--- config.mk ---
export PLATFORM = sky130hd
export DESIGN_NAME = apr_access_gate
export DESIGN_NICKNAME = d
export VERILOG_FILES = /design/src/rtl/apr_gate_pkg.sv /design/src/rtl/apr_decode.sv /design/src/rtl/apr_policy.sv /design/src/rtl/apr_bank.sv /design/src/rtl/apr_access_gate.sv
export SDC_FILE = /design/constraint.sdc
export NUM_CORES = 1
export LEC_CHECK = 0
export BUFFER_PORTS_ARGS = -buffer_cell sky130_fd_sc_hd__buf_2
export CAP_MARGIN = 20
export CORE_ASPECT_RATIO = 0.9
export CORE_MARGIN = 4
export CORE_UTILIZATION = 55
export DETAILED_ROUTE_END_ITERATION = 12
export HOLD_SLACK_MARGIN = 0.15
export PLACE_DENSITY = 0.71
export SYNTH_ARGS = -nofsm -noshare
export SYNTH_HDL_FRONTEND = slang
export SYNTH_SLANG_ARGS = --single-unit
--- constraint.sdc ---
create_clock -name clk -period 2.5 [get_ports clk]
set_input_delay 0.25 -clock clk [delete_from_list [all_inputs] [get_ports clk]]
set_output_delay 0.25 -clock clk [all_outputs]
set_load 0.02 [all_outputs]
--- src/rtl/apr_gate_pkg.sv ---
package apr_gate_pkg;
  localparam int DATA_W = 32;
  localparam int IDX_W  = 2;
  localparam int NREG   = 1 << IDX_W;
  localparam int OC_W   = 5;
  localparam int SYN_W  = 8;
  localparam logic [SYN_W-1:0] L2_TRAP_CODE = 8'h03;

  typedef enum logic [2:0] {
    V_UNDEF = 3'd0,
    V_TRAP2 = 3'd1,
    V_TRAP3 = 3'd2,
    V_VIRT  = 3'd3,
    V_PHYS  = 3'd4
  } verdict_e;

  typedef struct packed {
    logic l2_en;
    logic l3_present;
    logic l3_32b;
    logic mon;
    logic sd_prio;
    logic sd_late;
    logic fiq_route;
    logic trap_c12;
    logic en_l1;
    logic en_l2;
    logic en_l3;
    logic trap_grp0;
    logic fiq_virt;
  } ctl_t;

  function automatic logic index_present(input int idx, input int prio_bits);
    if (idx == 0) return 1'b1;
    if (idx == 1) return prio_bits >= 6;
    return prio_bits >= 7;
  endfunction
endpackage

--- src/rtl/apr_decode.sv ---
module apr_decode
  import apr_gate_pkg::*;
#(
  parameter int PRIO_BITS = 7
) (
  input  logic [3:0]       coproc,
  input  logic [2:0]       opc1,
  input  logic [3:0]       crn,
  input  logic [3:0]       crm,
  input  logic [2:0]       opc2,
  output logic             hit,
  output logic [IDX_W-1:0] idx,
  output logic             idx_ok
);
  logic [NREG-1:0] present_mask;

  for (genvar g = 0; g < NREG; g++) begin : g_mask
    assign present_mask[g] = index_present(g, PRIO_BITS);
  end

  assign hit = (coproc == 4'b1111) && (opc1 == 3'b000) && (crn == 4'b1100)
            && (crm == 4'b1000) && opc2[2];
  assign idx    = opc2[IDX_W-1:0];
  assign idx_ok = present_mask[idx];
endmodule

--- src/rtl/apr_policy.sv ---
module apr_policy
  import apr_gate_pkg::*;
(
  input  logic [1:0] lvl,
  input  ctl_t       c,
  input  logic       idx_ok,
  output verdict_e   verdict
);
  logic route_l1;
  logic route_l2;

  always_comb begin
    route_l2 = c.l3_present && c.fiq_route;
    route_l1 = route_l2 && (!c.l3_32b || !c.mon);
    verdict  = V_UNDEF;
    if (!idx_ok) begin
      verdict = V_UNDEF;
    end else begin
      case (lvl)
        2'd1: begin
          if (route_l1 && c.sd_prio)           verdict = V_UNDEF;
          else if (c.l2_en && c.trap_c12)      verdict = V_TRAP2;
          else if (!c.en_l1)                   verdict = V_UNDEF;
          else if (c.l2_en && c.trap_grp0)     verdict = V_TRAP2;
          else if (c.l2_en && c.fiq_virt)      verdict = V_VIRT;
          else if (route_l1)                   verdict = c.sd_late ? V_UNDEF : V_TRAP3;
          else                                 verdict = V_PHYS;
        end
        2'd2: begin
          if (route_l2 && c.sd_prio)           verdict = V_UNDEF;
          else if (!c.en_l2)                   verdict = V_UNDEF;
          else if (route_l2)                   verdict = c.sd_late ? V_UNDEF : V_TRAP3;
          else                                 verdict = V_PHYS;
        end
        2'd3:    verdict = c.en_l3 ? V_PHYS : V_UNDEF;
        default: verdict = V_UNDEF;
      endcase
    end
  end
endmodule

--- src/rtl/apr_bank.sv ---
module apr_bank
  import apr_gate_pkg::*;
#(
  parameter int PRIO_BITS = 7
) (
  input  logic              clk,
  input  logic              rst,
  input  logic              we,
  input  logic              re,
  input  logic [IDX_W-1:0]  idx,
  input  logic [DATA_W-1:0] wdata,
  output logic [DATA_W-1:0] rdata
);
  logic [NREG-1:0]              present;
  logic [NREG-1:0][DATA_W-1:0]  regs;

  for (genvar g = 0; g < NREG; g++) begin : g_present
    assign present[g] = index_present(g, PRIO_BITS);
  end

  always_ff @(posedge clk) begin
    if (rst) begin
      regs <= '0;
    end else if (we && present[idx]) begin
      regs[idx] <= wdata;
    end
  end

  always_ff @(posedge clk) begin
    if (rst)     rdata <= '0;
    else if (re) rdata <= regs[idx];
  end


  write_lands_chk: assert property (@(posedge clk) disable iff (rst)
    (we && present[idx]) |=> (regs[$past(idx)] == $past(wdata)));


  absent_stays_zero_chk: assert property (@(posedge clk) disable iff (rst)
    (we && !present[idx]) |=> (regs[$past(idx)] == '0));
endmodule

--- src/rtl/apr_access_gate.sv ---
module apr_access_gate
  import apr_gate_pkg::*;
#(
  parameter int PRIO_BITS = 7
) (
  input  logic              clk,
  input  logic              rst,
  input  logic              req_valid,
  input  logic              req_write,
  input  logic [3:0]        enc_coproc,
  input  logic [2:0]        enc_opc1,
  input  logic [3:0]        enc_crn,
  input  logic [3:0]        enc_crm,
  input  logic [2:0]        enc_opc2,
  input  logic [31:0]       wdata,
  input  logic [1:0]        priv_lvl,
  input  logic              l2_enabled,
  input  logic              l3_present,
  input  logic              l3_is_32b,
  input  logic              in_monitor,
  input  logic              sd_undef_prio,
  input  logic              sd_undef,
  input  logic              l3_fiq_route,
  input  logic              l2_trap_c12,
  input  logic              ifen_l1,
  input  logic              ifen_l2,
  input  logic              ifen_l3,
  input  logic              l2_trap_grp0,
  input  logic              l2_fiq_virt,
  output logic [4:0]        outcome,
  output logic [7:0]        syndrome,
  output logic [31:0]       rdata
);
  logic             hit;
  logic             idx_ok;
  logic [IDX_W-1:0] idx;
  ctl_t             ctl;
  verdict_e         verdict;
  logic             live;
  logic             p_we, p_re, v_we, v_re;
  logic             rd_virt_q;
  logic [DATA_W-1:0] p_rdata, v_rdata;

  assign ctl = '{l2_en: l2_enabled, l3_present: l3_present, l3_32b: l3_is_32b,
                 mon: in_monitor, sd_prio: sd_undef_prio, sd_late: sd_undef,
                 fiq_route: l3_fiq_route, trap_c12: l2_trap_c12,
                 en_l1: ifen_l1, en_l2: ifen_l2, en_l3: ifen_l3,
                 trap_grp0: l2_trap_grp0, fiq_virt: l2_fiq_virt};

  apr_decode #(.PRIO_BITS(PRIO_BITS)) u_dec (
    .coproc(enc_coproc), .opc1(enc_opc1), .crn(enc_crn), .crm(enc_crm),
    .opc2(enc_opc2), .hit(hit), .idx(idx), .idx_ok(idx_ok)
  );

  apr_policy u_pol (.lvl(priv_lvl), .c(ctl), .idx_ok(idx_ok), .verdict(verdict));

  assign live     = req_valid && hit;
  assign outcome  = live ? (OC_W'(1) << verdict) : '0;
  assign syndrome = (live && verdict == V_TRAP2) ? L2_TRAP_CODE : '0;

  assign p_we = live && (verdict == V_PHYS) &&  req_write;
  assign p_re = live && (verdict == V_PHYS) && !req_write;
  assign v_we = live && (verdict == V_VIRT) &&  req_write;
  assign v_re = live && (verdict == V_VIRT) && !req_write;

  apr_bank #(.PRIO_BITS(PRIO_BITS)) u_phys (
    .clk(clk), .rst(rst), .we(p_we), .re(p_re), .idx(idx),
    .wdata(wdata), .rdata(p_rdata)
  );

  apr_bank #(.PRIO_BITS(PRIO_BITS)) u_virt (
    .clk(clk), .rst(rst), .we(v_we), .re(v_re), .idx(idx),
    .wdata(wdata), .rdata(v_rdata)
  );

  always_ff @(posedge clk) begin
    if (rst)       rd_virt_q <= 1'b0;
    else if (p_re) rd_virt_q <= 1'b0;
    else if (v_re) rd_virt_q <= 1'b1;
  end

  assign rdata = rd_virt_q ? v_rdata : p_rdata;


  outcome_onehot_chk: assert property (@(posedge clk) disable iff (rst)
    $onehot0(outcome));


  syndrome_pairing_chk: assert property (@(posedge clk) disable iff (rst)
    (syndrome != 8'h00) |-> (outcome == 5'b00010 && syndrome == 8'h03));


  no_match_silent_chk: assert property (@(posedge clk) disable iff (rst)
    (!req_valid || !hit) |-> (outcome == 5'b00000));


  level0_undef_chk: assert property (@(posedge clk) disable iff (rst)
    (req_valid && hit && priv_lvl == 2'd0) |-> (outcome == 5'b00001));


  level3_phys_chk: assert property (@(posedge clk) disable iff (rst)
    (req_valid && hit && idx_ok && priv_lvl == 2'd3 && ifen_l3) |-> (outcome == 5'b10000));


  rdata_hold_chk: assert property (@(posedge clk) disable iff (rst)
    !(p_re || v_re) |=> $stable(rdata));
endmodule

==> results.ini, run 1 <==
[sta]
fmax_mhz=441.2
worst-slew-pin-transition_ns=0.6644
relSlewSlack_pct=55.71
skew_ns=0.009711
finalCriticalPeriod_ns=2.266
final-setup-viol-count=0
drv_slew=0
hold_viol=0
fin_setup_tns_ns=0
period_share_pct=90.65
rsz0062_at_grt=false
worst_slack_ns=0.2336

[floorplanning]
die_h_um=163.3
io_pins=114
rows=56
start_util_pct=56.27
core_area_um2=26210
die_w_um=180.6
dieArea_um2=29500

[setup_path]
reg2reg_depth=3
r2r-start=u_phys.regs[84]
worstPathMaxFanout=8
reg2reg_slack_ns=1.35
endpoint_kind=primary output
crit_type=in -> out
cp-start-kind=input pin
required_ns=2.25
crit_arrival_ns=2.02
crit_start=l2_trap_c12

[clock_network]
cts_buffer_depth=3
clock-root-buffer=clkbuf_16
clock-sinks=321
cts_tree=yes
insertion_delay_ns=0.51
cts-buffers-inserted=35
clkSlewWorstSetupHoldPaths_ns=0.06
cts_htree_levels=2
cts_setup_buffers=0

[finish]
nets=1669
fillers=2077
drive_gt1_share_pct=20.86
syn_to_final_growth_pct=16.57
final_common_cell=dfxtp_1
antenna_cells=0
final_cell_mix=dfxtp_1, a21oi_1, nand3_1

[placed_design]
dp_slack_ns=0.03085
place.gp.congestion=0.9095
dp_hpwl_um=26290
portBuffers=107

[synth]
syn_inst=1523
ys_warn_count=0
synth-simple-area-share_pct=15.69
synth_top_family_by_area=multiplexers
synthesis.area_um2=14750
synth_edf_count=0
ys_ff_latch=321
synth_mux_area_share_pct=20.91
ys_seq_area_share_pct=43.58
synth_top_area_cell=dfxtp_1
synthFlopType=dfxtp_1
synth_cell_types=39
ys_top_cells_by_area=dfxtp_1, mux4_2, mux2i_1
synthAdderAreaFrac_pct=0
postSynth.asyncResetShare_pct=0
synth_compound_area_share_pct=14.30
synth_top_area_share_pct=43.58
syn-mean-instance-area_um2=9.682
synth-xor-area-share_pct=0

[power_and_ir_drop]
power_density_nw_per_um2=638.7
swShare_pct=22.46
leakage_nw=6.558
pwr-share-comb_pct=6.3
p_clk_share_pct=47.1
p_sw_mw=2.466
share_seq_of_total_power_pct=46.6
intPower_mw=8.512
vdd_drop_max_uv=646.4

[routing]
drtIter0Drc=1346
ant_nets=0
postRouteWirelength_um=40380
via_per_inst=6.153
wire_per_inst_um=20.52
drtPass1Iterations=6
via_count=12110
drcViolationCount=0

[hold_path]
hp-class=in -> reg
worstHoldStart=rst
min_path_cells=2

[grt]
first_global_vias=11710
grt_max_degree=87
grt_pass1_wl_um=64100
grt_overflow=0
antenna_found_initial=1
track_usage_pct=26.61

[run_status]
status=finished clean

[flow_run]
maxCapViolations=0

critical path, stage by stage:
cell      delay (ns)
buf_2           0.11
o21ai_1         0.29
buf_4           0.18
o311ai_1        0.11
o21a_1          0.27
buf_4           0.16
buf_4           0.17
nor4_1          0.26
buf_2           0.20
cell type report:
type	instances	area, um^2	area share (%)
Clock buffer	50	1065	6.194
Clock inverter	7	85.08	0.4950
Inverter	2	7.507	0.04367
Multi-Input combinational cell	1029	7587	44.14
Sequential cell	321	6426	37.39
Tap cell	348	435.4	2.533
Timing Repair Buffer	211	1583	9.208
cell usage after synthesis (all sizes together) (2+ instances only):
library cell    n
and3            3
mux4           64
and4            4
clkbuf        115
o21a            3
nor4            2
dfxtp         321
o21ai         163
and2            4
nor2            2
nor4b           2
or4             2
nand3         166
nand2b        161
buf            61
a21oi         193
nand2           6
inv             2
nor2b           3
and4b           2
nor3            5
o31ai          32
nand4          38
mux2i         128
mux2           32
flip-flops by register name, indices dropped and copies added (netlist names):
register      flops
u_phys.regs     128
u_virt.regs     128
u_phys.rdata     32
u_virt.rdata     32
rd_virt_q         1
power groups by stage:
stage          combinational (mW)  clock, mW  sequential, mW
2_1_floorplan               0.368          0            5.23
3_3_place_gp                0.641          0            5.23
3_5_place_dp                0.642          0            5.23
4_1_cts                     0.682       5.23            5.11
5_1_grt                     0.738       5.46            5.11
6_report                    0.694       5.17            5.11
routing by layer:
| layer | vias to the layer above | part of all wire (%) | global-route usage [%] | wire [um] |
|---|---|---|---|---|
| met2 | 484 | 45 | 41.34 | 18260 |
| met3 | 72 | 7.0 | 4.075 | 2829 |
| met1 | 5877 | 45 | 38.66 | 18350 |
| li1 | 5675 | - | - | - |
| met4 | 2 | 2.3 | 8.247 | 928 |
| met5 | - | 0.030 | 0 | 12 |
path summary, 6_finish.rpt:
path                      end
max                outcome[2]
min          u_virt.rdata[17]
max reg2reg  u_phys.rdata[20]
min reg2reg  u_virt.rdata[16]
logic make-up after synthesis:
kind of cell           after synthesis
and+or+nand+nor                    402
AOI/OAI and AO/OA                  397
DFF                                321
muxes                              224
buffers and inverters              178
other                                1
what timing repair did:
action,4_1_cts,5_1_grt
endpoints found under the hold margin,128,0
resized for setup,0,0
hold buffers,32,0
through the flow:
step	hold slack, ns	utilization [%]	total power, mW	instances	cell area (um^2)
after detailed placement	0.4571	59.98	5.870	1879	15720
final	0.2645	65.59	10.98	1968	17190
after floorplan	0.4019	-	5.596	1528	14760
after global placement	0.4515	59.98	5.869	1879	15720
after global routing	0.2699	65.59	11.31	1968	17190
after CTS	0.2340	65.59	11.02	1968	17190
(Power assumes the default switching activity.)
==> inputs of run 2 (changes only) <==
--- a/config.mk
+++ b/config.mk
@@ -5,6 +5,7 @@
 export SDC_FILE = /design/constraint.sdc
 export NUM_CORES = 1
 export LEC_CHECK = 0
+export ABC_AREA = 1
 export BUFFER_PORTS_ARGS = -buffer_cell sky130_fd_sc_hd__buf_2
 export CAP_MARGIN = 20
 export CORE_ASPECT_RATIO = 0.9
==> run 2 against run 1 <==
  * Non-clock buffer count decreased by 28
  * Synthesized area rose by 2.6%
  * Utilization fell by 2.5 points
  * Via count increased by 15%
  * Largest cell class is now registers
  * Synthesized cell count grew 47%
  * Register-to-register slack lost 0.02 ns
  * Clock power shrank 2%
  * Fmax decreased by 6.1%
  * Flip-flop and latch count did not move
  * Sequential power is essentially flat
  * Die area increased by 2.4%
==> results.ini, run 2 <==
[clock_network]
ctsResizeCount=0
clock-root-buffer=clkbuf_16
cts-buffers-inserted=34
cts-hold-fix-buffers=32
cts_buffer_depth=3
cts_tree=yes
cts_setup_buffers=0
cts_htree_levels=2
insertion_delay_ns=0.52
clock-sinks=321
clkSlewWorstSetupHoldPaths_ns=0.06

[sta]
final-setup-viol-count=0
hold_viol=0
fin_setup_tns_ns=0
relSlewSlack_pct=50.47
worst-slew-pin-transition_ns=0.7429
drv_slew=0
rsz0062_at_grt=false
period_share_pct=96.55
skew_ns=0.01591
fmax_mhz=414.3
finalCriticalPeriod_ns=2.414

[grt]
grt_max_degree=94
antenna_found_initial=1
grt_overflow=0
track_usage_pct=26.65
grt_pass1_wl_um=66320
first_global_vias=12880

[power_and_ir_drop]
leakage_nw=7.701
vdd_drop_max_uv=523.0
power_density_nw_per_um2=632.9

[setup_path]
path_cells=buf_4, nand2_1, o21ai_0, buf_2
endpoint_kind=primary output
cp_slowest_cell=dfxtp_2
required_ns=2.25
max_stage_delay_ns=0.81
cp-start-kind=flop
crit_arrival_ns=2.16
crit_type=reg -> out
worstPathMaxFanout=36

[placed_design]
place.gp.congestion=0.8146
placed_cell_area_um2=15610
portBuffers=107
dp_hpwl_um=24630

[synth]
ys_ff_latch=321
synth_cell_types=32
synth.cells.most_frequent=nor2_1, nand2_1, inv_1, dfxtp_1, nand3_1
syn-mean-instance-area_um2=6.766
ys_top_cells_by_area=dfxtp_1, nor2_1, nand2_1
synth_top_area_cell=dfxtp_1
synthFlopType=dfxtp_1
synthesis.area_um2=15120
ys_seq_area_share_pct=42.50
ys_warn_count=0
synth_top_area_share_pct=42.50
syn_inst=2235
postSynth.asyncResetShare_pct=0
yosysMostFrequentCell=nor2_1
synth_edf_count=0

[finish]
final_common_cell=nor2_1
final_cell_mix=nor2_1, nand2_1, inv_1
drive_gt1_share_pct=9.802
final_area_um2=17050
top_regs=u_phys.regs x128, u_virt.regs x128
antenna_cells=0
nets=2376
syn_to_final_growth_pct=12.72

[routing]
drcViolationCount=0
ant_nets=0
via_count=13930
via_per_inst=5.198
drtIter0Drc=1048
wire_per_inst_um=15.26
drtPass1Iterations=5
postRouteWirelength_um=40890

[floorplanning]
start_util_pct=55.95
core_area_um2=27030
die_w_um=182.8
io_pins=114
dieArea_um2=30220
rows=57
die_h_um=165.3

[flow_run]
maxCapViolations=0

[hold_path]
hp-class=in -> reg

[run_status]
status=finished clean

==> run 2: final timing paths <==
check                                      from              end  slack, ns  cells after the start
worst max register to register        rd_virt_q        rd_virt_q       1.33                      2
worst min register to register  u_virt.regs[28]  u_virt.regs[28]       0.48                      2
worst max-delay path                  rd_virt_q        rdata[27]       0.09                      4
worst min-delay path                        rst  u_virt.regs[60]       0.26                      4
==> run 2: kinds of logic (layout without fill, tap and decap cells) <==
| logic type | after synthesis | count (layout) | synth area share [%] |
|---|---|---|---|
| and+or+nand+nor | 1094 | 1094 | 29.55 |
| buffers and inverters | 495 | 581 | 15.59 |
| AOI/OAI and AO/OA | 324 | 324 | 12.34 |
| DFF | 321 | 321 | 42.50 |
| other | 1 | 6 | 0.02480 |
==> run 2: layer usage <==
| metal | routed length (um) | vias to the layer above | track usage [%] |
|---|---|---|---|
| met5 | 13 | - | 0 |
| met4 | 842 | 2 | 7.346 |
| met3 | 2705 | 72 | 4.205 |
| met2 | 18970 | 450 | 45.15 |
| met1 | 18350 | 6367 | 35.66 |
| li1 | - | 7040 | - |
==> run 2: area by class of cell <==
class	instances	area, um^2
well taps	354	442.9
inverters	343	1295
clock buffers	51	1049
clock inverters	4	70.07
flip-flops and latches	321	6427
multi-input cells	1424	6362
fillers	2474	9985
repair buffers	183	1399
==> run 2: critical path, delay by kind of cell, from the launching register on <==
kind / cells / cell delay (ns)
DFF: 1 / 0.81
buffers and inverters: 2 / 0.59
and+or+nand+nor: 1 / 0.07
AOI/OAI and AO/OA: 1 / 0.17
==> run 2: power by group <==
| part | switching [mW] | internal (mW) | leakage (nW) |
|---|---|---|---|
| sequential | 0.000000787 | 5.11 | 2.58 |
| clock | 2.00 | 3.09 | 0.551 |
| combinational | 0.403 | 0.181 | 4.57 |
==> run 2: metrics by stage <==
step / worst slack [ns] / hold slack [ns] / util, % / cells / total power [mW]
finish: 0.08620 / 0.2616 / 63.06 / 2680 / 10.79
floorplan: 0.6707 / 0.3985 / - / 2240 / 5.567
global route: 0.0004992 / 0.3011 / 63.06 / 2680 / 11.13
global placement: 0.4304 / 0.4622 / 57.74 / 2593 / 5.759
CTS: 0.1268 / 0.2503 / 63.06 / 2680 / 10.86
detailed placement: 0.4344 / 0.4709 / 57.74 / 2593 / 5.765
==> inputs of run 3 (changes only) <==
--- a/config.mk
+++ b/config.mk
@@ -10,10 +10,10 @@
 export CAP_MARGIN = 20
 export CORE_ASPECT_RATIO = 0.9
 export CORE_MARGIN = 4
-export CORE_UTILIZATION = 55
+export CORE_UTILIZATION = 60
 export DETAILED_ROUTE_END_ITERATION = 12
 export HOLD_SLACK_MARGIN = 0.15
-export PLACE_DENSITY = 0.71
+export PLACE_DENSITY = 0.77
 export SYNTH_ARGS = -nofsm -noshare
 export SYNTH_HDL_FRONTEND = slang
 export SYNTH_SLANG_ARGS = --single-unit
==> run 3 against run 2 <==
  * Flip-flop and latch count stayed put
  * Die area is 8.0% lower
  * Fmax rose by 9.8%
  * Via count increased by 1.0%
  * Utilization rose by 6.3 points
  * Sequential share of layout area grew 0.10 points
  * Combinational power down 2%
  * Global-route usage increased by 2.3 points
  * Power up 1.0%
  * Largest cell class unchanged
  * Largest power group is now clock
  * Highest routed layer is now met4
==> results.ini, run 3 (synthesized netlist as in run 2, its figures left out) <==
[setup_path]
crit_arrival_ns=1.95
required_ns=2.25
max_stage_delay_ns=0.65
cp-start-kind=flop
endpoint_kind=primary output
critPathBufInv=2
path_cells=buf_12, nand2_1, o21ai_0, buf_2
crit_family=flip-flops
worstPathMaxFanout=39
cp_slowest_cell=dfxtp_2
crit_type=reg -> out

[power_and_ir_drop]
vdd_drop_max_uv=449.1
swShare_pct=22.84
power_mw=10.89
p_sw_mw=2.489
power_density_nw_per_um2=640.9
leakage_nw=7.690
intPower_mw=8.406
p_clk_share_pct=47.8
pwr-share-comb_pct=5.2
share_seq_of_total_power_pct=46.9

[finish]
final_core_util_pct=69.31
final_cell_mix=nor2_1, nand2_1, inv_1
final_cell_count_no_fill=2661
final_common_cell=nor2_1
syn_to_final_growth_pct=12.42
antenna_cells=0
register_area_um2=6427
drive_gt1_share_pct=9.978
nets=2370
multiInputGateArea_um2=6362
fillers=2089
top_regs=u_phys.regs x128, u_virt.regs x128
final_area_um2=17000

[clock_network]
insertion_delay_ns=0.53
clkSlewWorstSetupHoldPaths_ns=0.06
cts-buffers-inserted=34
cts_buffer_depth=3
cts_setup_buffers=0
clock-sinks=321
clock-root-buffer=clkbuf_16
cts_htree_levels=2
cts_tree=yes

[routing]
ant_nets=0
drtIter0Drc=1251
wire_per_inst_um=15.30
drcViolationCount=0
postRouteWirelength_um=40710
via_count=14070
drtPass1Iterations=5
via_per_inst=5.289

[sta]
fmax_mhz=454.8
worst-slew-pin-transition_ns=0.8342
whs_ns=0.2110
rsz0062_at_grt=false
fin_setup_tns_ns=0
relSlewSlack_pct=44.32
drv_slew=0
hold_viol=0
final-setup-viol-count=0
period_share_pct=87.95
worst_slack_ns=0.3013
finalCriticalPeriod_ns=2.199
skew_ns=0.02046

[floorplanning]
start_util_pct=61.66
die_w_um=175.3
rows=54
core_area_um2=24530
dieArea_um2=27810
io_pins=114
die_h_um=158.6

[run_status]
status=finished clean

[placed_design]
place.gp.congestion=0.8278
portBuffers=107
dp.cells=2569
placed_cell_area_um2=15510
dp_hpwl_um=24030
dp_slack_ns=0.4163

[grt]
first_global_vias=13270
grt_overflow=0
grt_max_degree=82
antenna_found_initial=0
track_usage_pct=28.97
grt_pass1_wl_um=66660

[flow_run]
maxCapViolations=0

[hold_path]
hp-class=in -> reg

[run 3: layout make-up]
type	count	area share, %
repair buffers	177	7.816
flip-flops and latches	321	37.81
clock buffers	46	5.859
clock inverters	14	1.001
multi-input cells	1424	37.43
well taps	336	2.473
inverters	343	7.618
[run 3: worst paths after layout]
check,from,end,slack (ns),cells after the start
worst min register to register,u_virt.regs[24],u_virt.regs[24],0.48,2
worst min-delay path,rst,u_virt.regs[111],0.21,4
worst max register to register,rd_virt_q,rd_virt_q,1.29,3
worst max-delay path,rd_virt_q,rdata[25],0.30,4
[run 3: worst register-to-register path, delay by kind of cell (launching register included)]
kind	cells	cell delay (ns)
AOI/OAI and AO/OA	1	0.11
buffers and inverters	1	0.27
DFF	1	0.65
and+or+nand+nor	1	0.11
[run 3: metal layers]
layer	global-route usage (%)	part of all wire (%)	vias to the layer above	wire length, um
met4	9.461	2.5	0	1025
li1	-	-	7033	-
met3	3.941	7.6	75	3107
met5	0	0	-	0
met2	50.31	47	544	19290
met1	37.76	42	6421	17290
[run 3: repair_timing]
| action | in CTS | in global routing |
|---|---|---|
| resized for setup | 0 | 0 |
| hold buffers | 32 | 0 |
| endpoints found under the setup margin | 0 | 0 |
| endpoints found under the hold margin | 127 | 0 |
[run 3: power groups by stage]
stage	Sequential (mW)	Combinational, mW	Clock [mW]
floorplan	5.23	0.340	0
detailed placement	5.23	0.518	0
global placement	5.23	0.511	0
finish	5.11	0.571	5.21
global route	5.11	0.620	5.49
CTS	5.11	0.559	5.27
